<file path="src/rtl/bwc_pkg.sv">
// Shared types and control-field positions for the backup/wakeup sequencer.
package bwc_pkg;
    typedef enum logic {
        PS_RUN    = 1'b0,
        PS_BACKUP = 1'b1
    } pwr_state_e;

    localparam int CTL_W        = 3;
    localparam int CTL_GRP_A    = 0;
    localparam int CTL_GRP_B    = 1;
    localparam int CTL_EDGE_POL = 2;
endpackage

</file>
<file path="src/rtl/bwc_entry_det.sv">
// Detects two consecutive valid power-off instructions.
// Assumes: invalid cycles (bubbles) do not break the pair; disarmed while in backup.
module bwc_entry_det (
    input  logic clk,
    input  logic rst_n,
    input  logic armed,
    input  logic instr_valid,
    input  logic instr_is_pof,
    output logic enter
);
    logic prev_pof;

    // Remember whether the last valid instruction was a power-off.
    always_ff @(posedge clk) begin
        if (!rst_n) begin
            prev_pof <= 1'b0;
        end else if (!armed) begin
            prev_pof <= 1'b0;
        end else if (instr_valid) begin
            prev_pof <= instr_is_pof;
        end
    end

    assign enter = armed & instr_valid & instr_is_pof & prev_pof;
endmodule

</file>
<file path="src/rtl/bwc_wake_det.sv">
// Wake-source detector: one edge pin with programmable polarity (always enabled)
// and grouped active-low level pins. The edge detector is shared with the
// run-mode external interrupt, which is suppressed while in backup.
// Assumes: pins are already synchronous to the always-on clock.
module bwc_wake_det
    import bwc_pkg::*;
#(
    parameter int NUM_GRP_A = 3,
    parameter int NUM_GRP_B = 4,
    localparam int NUM_LVL  = NUM_GRP_A + NUM_GRP_B
) (
    input  logic               clk,
    input  logic               rst_n,
    input  logic               in_backup,
    input  logic [CTL_W-1:0]   wake_ctl,
    input  logic               edge_pin,
    input  logic [NUM_LVL-1:0] lvl_pins,
    output logic               wake_evt,
    output logic               ext_irq_req
);
    logic               edge_q;
    logic               edge_hit;
    logic               lvl_hit;
    logic [NUM_LVL-1:0] lvl_en;

    // Previous edge-pin value; tracks the pin during reset to avoid a false edge.
    always_ff @(posedge clk) begin
        edge_q <= edge_pin;
    end

    assign edge_hit = wake_ctl[CTL_EDGE_POL] ? (edge_pin & ~edge_q)
                                             : (~edge_pin & edge_q);

    // Per-pin enable taken from the group bit the pin belongs to.
    for (genvar i = 0; i < NUM_LVL; i++) begin : g_lvl_en
        if (i < NUM_GRP_A) begin : g_a
            assign lvl_en[i] = wake_ctl[CTL_GRP_A];
        end else begin : g_b
            assign lvl_en[i] = wake_ctl[CTL_GRP_B];
        end
    end

    assign lvl_hit  = |(lvl_en & ~lvl_pins);
    assign wake_evt = in_backup & (edge_hit | lvl_hit);

    // Run-mode interrupt request; never raised by a backup wake edge.
    always_ff @(posedge clk) begin
        if (!rst_n) begin
            ext_irq_req <= 1'b0;
        end else begin
            ext_irq_req <= ~in_backup & edge_hit;
        end
    end

    AST_IRQ_QUIET_IN_BACKUP: assert property (@(posedge clk) disable iff (!rst_n)
        in_backup |=> !ext_irq_req);
endmodule

</file>
<file path="src/rtl/bwc_wake_sync.sv">
// Captures a wake event stickily and passes it through a synchronizer chain.
// Assumes: all state clears as soon as backup is left.
module bwc_wake_sync #(
    parameter int SYNC_STAGES = 2
) (
    input  logic clk,
    input  logic rst_n,
    input  logic in_backup,
    input  logic wake_evt,
    output logic wake_go
);
    logic                   hit;
    logic [SYNC_STAGES-1:0] chain;

    // Sticky capture of the detected event.
    always_ff @(posedge clk) begin
        if (!rst_n) begin
            hit <= 1'b0;
        end else begin
            hit <= in_backup & (hit | wake_evt);
        end
    end

    // Synchronizer chain behind the capture.
    always_ff @(posedge clk) begin
        if (!rst_n) begin
            chain <= '0;
        end else begin
            chain[0] <= in_backup & hit;
            for (int i = 1; i < SYNC_STAGES; i++) begin
                chain[i] <= in_backup & chain[i-1];
            end
        end
    end

    assign wake_go = in_backup & chain[SYNC_STAGES-1];
endmodule

</file>
<file path="src/rtl/backup_wake_ctrl.sv">
// Backup-mode sequencer: enters backup on two consecutive power-off
// instructions, gates the core clock, and restarts the core on a wake or reset.
// Assumes: clk is always on; rst_n is the external cold reset.
module backup_wake_ctrl
    import bwc_pkg::*;
#(
    parameter int NUM_GRP_A   = 3,
    parameter int NUM_GRP_B   = 4,
    parameter int SYNC_STAGES = 2,
    parameter int SP_W        = 2,
    parameter int SP_BACKUP   = 3,
    localparam int NUM_LVL    = NUM_GRP_A + NUM_GRP_B
) (
    input  logic               clk,
    input  logic               rst_n,
    input  logic               instr_valid,
    input  logic               instr_is_pof,
    input  logic               instr_is_test,
    input  logic [CTL_W-1:0]   wake_ctl,
    input  logic               edge_pin,
    input  logic [NUM_LVL-1:0] lvl_pins,
    output logic               core_clk_en,
    output logic               in_backup,
    output logic               restart_req,
    output logic               sp_load,
    output logic [SP_W-1:0]    sp_load_val,
    output logic               pdn_flag,
    output logic               skip_req,
    output logic               ext_irq_req
);
    pwr_state_e state;
    logic       enter;
    logic       wake_evt;
    logic       wake_go;

    assign in_backup = (state == PS_BACKUP);

    bwc_entry_det i_entry (
        .clk          (clk),
        .rst_n        (rst_n),
        .armed        (~in_backup),
        .instr_valid  (instr_valid),
        .instr_is_pof (instr_is_pof),
        .enter        (enter)
    );

    bwc_wake_det #(
        .NUM_GRP_A (NUM_GRP_A),
        .NUM_GRP_B (NUM_GRP_B)
    ) i_wake_det (
        .clk         (clk),
        .rst_n       (rst_n),
        .in_backup   (in_backup),
        .wake_ctl    (wake_ctl),
        .edge_pin    (edge_pin),
        .lvl_pins    (lvl_pins),
        .wake_evt    (wake_evt),
        .ext_irq_req (ext_irq_req)
    );

    bwc_wake_sync #(
        .SYNC_STAGES (SYNC_STAGES)
    ) i_wake_sync (
        .clk       (clk),
        .rst_n     (rst_n),
        .in_backup (in_backup),
        .wake_evt  (wake_evt),
        .wake_go   (wake_go)
    );

    // Power state: run -> backup on entry pair, backup -> run on synchronized wake.
    always_ff @(posedge clk) begin
        if (!rst_n) begin
            state <= PS_RUN;
        end else if (enter) begin
            state <= PS_BACKUP;
        end else if (wake_go) begin
            state <= PS_RUN;
        end
    end

    // Core clock enable, held as its own register for a clean gate control.
    always_ff @(posedge clk) begin
        if (!rst_n) begin
            core_clk_en <= 1'b1;
        end else if (enter) begin
            core_clk_en <= 1'b0;
        end else if (wake_go) begin
            core_clk_en <= 1'b1;
        end
    end

    // Restart strobe: held in reset, one pulse on leaving backup.
    always_ff @(posedge clk) begin
        if (!rst_n) begin
            restart_req <= 1'b1;
        end else begin
            restart_req <= wake_go;
        end
    end

    // Stack-pointer load strobe on entry to backup.
    always_ff @(posedge clk) begin
        if (!rst_n) begin
            sp_load <= 1'b0;
        end else begin
            sp_load <= enter;
        end
    end

    // Sticky power-down flag: set on entry, cleared only by cold reset.
    always_ff @(posedge clk) begin
        if (!rst_n) begin
            pdn_flag <= 1'b0;
        end else if (enter) begin
            pdn_flag <= 1'b1;
        end
    end

    assign sp_load_val = SP_W'(SP_BACKUP);
    assign skip_req    = instr_valid & instr_is_test & pdn_flag & ~in_backup;

    AST_ENTRY_AFTER_POF: assert property (@(posedge clk) disable iff (!rst_n)
        $rose(in_backup) |-> $past(instr_valid && instr_is_pof));
    AST_CLK_GATED: assert property (@(posedge clk) disable iff (!rst_n)
        in_backup |-> !core_clk_en);
    AST_EXIT_RESTARTS: assert property (@(posedge clk) disable iff (!rst_n)
        $fell(in_backup) |-> (restart_req && core_clk_en));
    AST_SP_ON_ENTRY: assert property (@(posedge clk) disable iff (!rst_n)
        $rose(in_backup) |-> sp_load);
    AST_FLAG_STICKY: assert property (@(posedge clk) disable iff (!rst_n)
        pdn_flag |=> pdn_flag);
    AST_FLAG_IN_BACKUP: assert property (@(posedge clk) disable iff (!rst_n)
        in_backup |-> pdn_flag);
endmodule

</file>
<file path="config.mk">
export PLATFORM = sky130hd
export DESIGN_NAME = backup_wake_ctrl
export DESIGN_NICKNAME = d
export VERILOG_FILES = /design/src/rtl/bwc_pkg.sv /design/src/rtl/bwc_entry_det.sv /design/src/rtl/bwc_wake_det.sv /design/src/rtl/bwc_wake_sync.sv /design/src/rtl/backup_wake_ctrl.sv
export SDC_FILE = /design/constraint.sdc
export NUM_CORES = 1
export LEC_CHECK = 0
export ABC_AREA = 1
export BUFFER_PORTS_ARGS = -buffer_cell sky130_fd_sc_hd__buf_2
export CELL_PAD_IN_SITES_DETAIL_PLACEMENT = 2
export CELL_PAD_IN_SITES_GLOBAL_PLACEMENT = 2
export CORE_MARGIN = 4
export CORE_UTILIZATION = 22
export CTS_CLUSTER_SIZE = 10
export DETAILED_ROUTE_END_ITERATION = 8
export GPL_TIMING_DRIVEN = 0
export PLACE_DENSITY = 0.89
export SLEW_MARGIN = 20
export SYNTH_ARGS = -nofsm -noshare
export SYNTH_HDL_FRONTEND = slang
export SYNTH_SLANG_ARGS = --single-unit
</file>
<file path="constraint.sdc">
create_clock -name clk -period 1.15 [get_ports clk]
set_input_delay 0 -clock clk [delete_from_list [all_inputs] [get_ports clk]]
set_output_delay 0 -clock clk [all_outputs]
set_load 0.1 [all_outputs]
</file>
Yosys cells after proc, flatten, opt, wreduce, memory -nomap -nowiden --
Cells that the tools add are included.
Word-level totals: flip-flop bits (word level) 11, logic and storage cells 40, input port bits 16
Cells by class: reductions and logical operators 3, multiplexer cells 5, bitwise gates (word level) 22
Operators by type and width (number):
- $and A1 B1 Y1 | 14
- $and A7 B7 Y7 | 1
- $not A7 Y7 | 1
- $reduce_or A7 Y1 | 1
- $mux W1 | 5
- $not A1 Y1 | 4
- $or A1 B1 Y1 | 2
- $reduce_bool A2 Y1 | 1
- $reduce_or A2 Y1 | 1

Logic depth before layout (Yosys ltp) --
depth in word-level cells 7, mapped depth 7, depth with buffers taken out 7

Cells and area by module --
From an unflattened synthesis, not the netlist that was laid out.
Second synthesis, totals: cell total of the unflattened synthesis 61, area, all modules 462.9 um^2
Modules (own cells, without submodules):
- backup_wake_ctrl | cells an instance 22, sequential area each 100.1 um^2, times used 1, area an instance 177.7 um^2
- bwc_wake_det | cells an instance 19, sequential area each 40.0 um^2, times used 1, area an instance 135.1 um^2
- bwc_wake_sync | cells an instance 12, sequential area each 60.1 um^2, times used 1, area an instance 96.3 um^2
- bwc_entry_det | cells an instance 8, sequential area each 20.0 um^2, times used 1, area an instance 53.8 um^2

Least setup slack after synthesis --
Ideal clock, no wire load.
path kind register -> output, from register pdn_flag, to output skip_req, slack -1.231 ns, required time 1.150 ns, buffers on the path 0, data arrival time 2.381 ns, cell stages (with the launch flop) 3, cells stage by stage dfxtp_1 nand3_1 nor2_1
Between the ends: cells in the longest elaborated chain, start to end 2
Ends and longest elaborated chain:
- start: declaration | RTL line backup_wake_ctrl.sv:27 | output logic pdn_flag,
- start signal: assignment | RTL line backup_wake_ctrl.sv:114 | pdn_flag <= 1'b0;
- start signal: assignment | RTL line backup_wake_ctrl.sv:116 | pdn_flag <= 1'b1;
- $and A1 B1 Y1 (2 in a row) | RTL line backup_wake_ctrl.sv:121 | assign skip_req = instr_valid & instr_is_test & pdn_flag & ~in_backup;
- end: declaration | RTL line backup_wake_ctrl.sv:28 | output logic skip_req,
No other way between the ends.

Final worst setup path --
Ends and elaborated chain as after synthesis.

==> results.txt <==
CTS built an H-tree with a depth of 1. The hold slack is 0.0365 ns. The post-synthesis to final-layout area growth is 48.7%. For the worst-skew pair, the clock arrives at the later sink with an insertion delay of 0.25 ns.

In this run, synthesis inferred 0 flip-flops with an integrated enable. The flow ran to the end, and the final reports show no timing, DRC or antenna violations. The timing-limited maximum frequency is 932 MHz.

The combinational share of power came out at 0.209. The fraction of final layout cells sized beyond drive strength 1 is 0.427. The tree is rooted in a sky130_fd_sc_hd__clkbuf_4. The setup clock skew after layout is 0.00343 ns.

The final hold violation count came out at 0. The violation count after the first detailed-route iteration is 0. For met3 alone, demand over resource in global routing was 0.0315. Of the total synthesized cell area, the portion taken by XOR and XNOR cells is 0. The clock passes through at most 2 buffers.

TritonCTS built the clock tree. The number of port buffers is 22. The post-synthesis adder-cell area fraction is 0.

The total overflow left after global routing is 0. The met1 track demand over resource is 0.0760. In the final routed layout, each cell accounts on average for 9.76 um. The max-capacitance violation count came out at 0.

The worst setup path startpoint is pdn_flag$_SDFFE_PN0P_. Setup repair after global routing left no endpoint under its margin. The die width came out at 52.0 um. The final net count is 99. Of the post-synthesis cell area, the dominant cell type holds 0.516. The arrival time of the worst setup path is 1.07 ns. The total power per unit cell area came out at 1300 nW/um2. The routed wire length came out at 1.04 mm. The row count is 15. Of the total power, the share spent switching nets is 0.303. The routability congestion estimate is 0.745.

Setup violations remaining at the end of the flow were counted as 0. The I/O pin count is 25. After clock tree synthesis, the clock-pin slew on the worst setup and hold paths is 0.07 ns.

In this run the critical register-to-register path is launched from i_wake_det.edge_q$_DFF_P_. The post-synthesis instance area came out at 427 um2. Dividing the detail-routed via count by the number of cells gives 4.03. Yosys attributes the largest share of cell area to sky130_fd_sc_hd__dfxtp_1 (52%), sky130_fd_sc_hd__nand2_1 (13%), sky130_fd_sc_hd__nor2_1 (7.0%). The endpoint type of the worst setup path is an output pin.

The number of register bits inferred by synthesis is 11. The pin count of the biggest net entering global routing is 7. The internal portion of total power is 0.574 mW.

The clock net sink count came out at 11. The highest fanout seen on the critical path came out at 3. The tightest min-delay check is of the in2reg type. The total half-perimeter wirelength after legalization and detailed placement came out at 943 um. After synthesis, the largest family of logic cells by area is simple AND/OR/NAND/NOR gates. In this run the most used layer during global routing was met2.

The reported net switching power came out at 0.250 mW. The leakage power of the design came out at 0.312 nW. The startpoint identified for the worst hold timing path is instr_is_pof. Among all cell types in the netlist, the one instantiated most often is sky130_fd_sc_hd__nand2_1.

The largest total area in the synthesized netlist belongs to sky130_fd_sc_hd__dfxtp_1. The total core area came out at 1780 um2. STA classifies the critical path startpoint as a flip-flop.

The share of the Yosys chip area taken by registers is 0.516. The complex-gate fraction of the synthesized area is 0.0381. The share of the clock period used by the worst path after layout came out at 0.933. In the synthesized netlist the dominant register cell turns out to be sky130_fd_sc_hd__dfxtp_1. The count of different cell masters after synthesis came out at 15. The count of yosys warnings during synthesis came out at 0. The post-synthesis average cell area is 8.05 um2. The post-CTS setup buffer count is 0.

The number of vias after detailed routing is 431. Counting flops with an async set or reset pin after synthesis yields a share of 0. The via count of the first global-routing pass is 432. The count of final max-slew check failures is 0.

The maximum ir drop on the vdd rail came out at 0.000408 V. The wire length of the first global-routing pass came out at 1.63 mm. Of the total power, registers draw 0.487. In the global route stage, met2 resource usage came out at 0.155.

The worst path in the final design needs a cycle of 1.07 ns, including I/O delays and setup. The initial antenna violation count is 0. The number of instances in the synthesized netlist came out at 53. The fraction of the mapped netlist area in simple logic gates is 0.317. The chip height came out at 52.0 um. The mux cell area share after synthesis came out at 0.0235. The number of antenna diodes in the final layout is 0.

The total power is 0.824 mW. The die outline area came out at 2710 um2. The starting density of the core came out at 0.239.

The detailed-routing iteration count for the pre-antenna-repair pass is 1. The data required time at the worst endpoint is 1.15 ns. Sorting the synthesized cells by how often they occur yields sky130_fd_sc_hd__nand2_1 (15), sky130_fd_sc_hd__dfxtp_1 (11), sky130_fd_sc_hd__nor2_1 (8).

The critical path is of the reg2out type. The overall track demand over capacity in global routing is 0.0805. The remaining antenna violation count is 0. The share of total power in the clock network came out at 0.303. After detailed routing, the number of remaining DRC violations is 0. The number of clock buffers added by TritonCTS is 3.
-- worst max-delay path: stages, from the launching register on --
cell                      delay, ns
sky130_fd_sc_hd__dfxtp_2       0.34
sky130_fd_sc_hd__nand3_1       0.10
sky130_fd_sc_hd__nor2_4        0.09
sky130_fd_sc_hd__buf_4         0.29
-- layout make-up --
class,instances,area (um2)
plain buffers,2,15.0
clock buffers,4,26.3
fillers,227,1150
inverters,7,26.3
multi-input cells,34,176
flip-flops and latches,11,224
well taps,25,31.3
repair buffers,24,135
-- kinds of logic (layout without fill, tap and decap cells) --
group / count (synthesis) / count (layout)
compound gates: 3 / 3
buf+inv: 9 / 37
flops: 11 / 11
mux: 1 / 1
other cells: 1 / 2
simple gates: 28 / 28
-- power by group through the flow --
stage	sequential, mW	clock (mW)	combinational (mW)
floorplan	0.467	0	0.0657
global placement	0.410	0	0.165
detailed placement	0.411	0	0.168
CTS	0.402	0.267	0.174
global route	0.404	0.304	0.183
finish	0.402	0.250	0.173
-- layout by cell type, fill, tap and decap left out --
| cell | netlist | routed |
|---|---|---|
| sky130_fd_sc_hd__clkbuf_1 | 0 | 1 |
| sky130_fd_sc_hd__clkbuf_4 | 0 | 4 |
| sky130_fd_sc_hd__inv_1 | 6 | 6 |
| sky130_fd_sc_hd__nand4_4 | 1 | 1 |
| sky130_fd_sc_hd__o21ai_1 | 1 | 1 |
| sky130_fd_sc_hd__dfxtp_1 | 11 | 8 |
| sky130_fd_sc_hd__mux2i_1 | 1 | 1 |
| sky130_fd_sc_hd__inv_2 | 1 | 1 |
| sky130_fd_sc_hd__nand3_1 | 2 | 2 |
| sky130_fd_sc_hd__o22ai_1 | 1 | 1 |
| sky130_fd_sc_hd__o21ai_0 | 1 | 1 |
| sky130_fd_sc_hd__nor2_1 | 8 | 7 |
| sky130_fd_sc_hd__nor2_2 | 1 | 1 |
| sky130_fd_sc_hd__nor2_4 | 1 | 2 |
| sky130_fd_sc_hd__buf_4 | 2 | 3 |
| sky130_fd_sc_hd__dlygate4sd3_1 | 0 | 2 |
| sky130_fd_sc_hd__conb_1 | 1 | 2 |
| sky130_fd_sc_hd__buf_2 | 0 | 20 |
| sky130_fd_sc_hd__nand2_1 | 15 | 15 |
| sky130_fd_sc_hd__dfxtp_2 | 0 | 3 |
-- what timing repair did --
action | 4_1_cts | 5_1_grt
hold endpoints to repair | 2 | 0
gates resized for setup | 1 | 1
hold buffers | 2 | 0
endpoints found under the setup margin | 1 | 1
pin swaps | 0 | 0
-- metal layers --
metal	up-vias	wire, um
li1	217	-
met1	197	419
met2	17	530
met3	0	95
met4	0	0
met5	-	0
-- worst paths after layout --
kind                                          end  slack, ns  depth (start not counted)
setup / recovery                         skip_req       0.08                          3
hold / removal      i_entry.prev_pof$_SDFFE_PP0P_       0.04                          3
setup reg to reg       i_wake_sync.hit$_SDFF_PN0_       0.32                          7
hold reg to reg   i_wake_sync.chain[1]$_SDFF_PN0_       0.42                          2
-- registers in the layout (all words and copies together) (netlist names) --
register / cells
i_wake_sync.hit: 1
i_wake_sync.chain: 2
i_entry.prev_pof: 1
in_backup: 1
i_wake_det.ext_irq_req: 1
core_clk_en: 1
pdn_flag: 1
sp_load: 1
i_wake_det.edge_q: 1
restart_req: 1
-- metrics by stage --
step | worst slack [ns] | cells | TNS, ns | cell area, um2 | utilization
floorplan | -0.220 | 54 | -0.220 | 442 | -
global placement | 0.234 | 101 | 0 | 583 | 0.327
detailed placement | 0.215 | 101 | 0 | 583 | 0.327
CTS | 0.0272 | 107 | 0 | 632 | 0.354
global route | 0.00298 | 107 | 0 | 634 | 0.356
finish | 0.0776 | 107 | 0 | 634 | 0.356
Note: power is estimated with default switching activity, not from simulation.
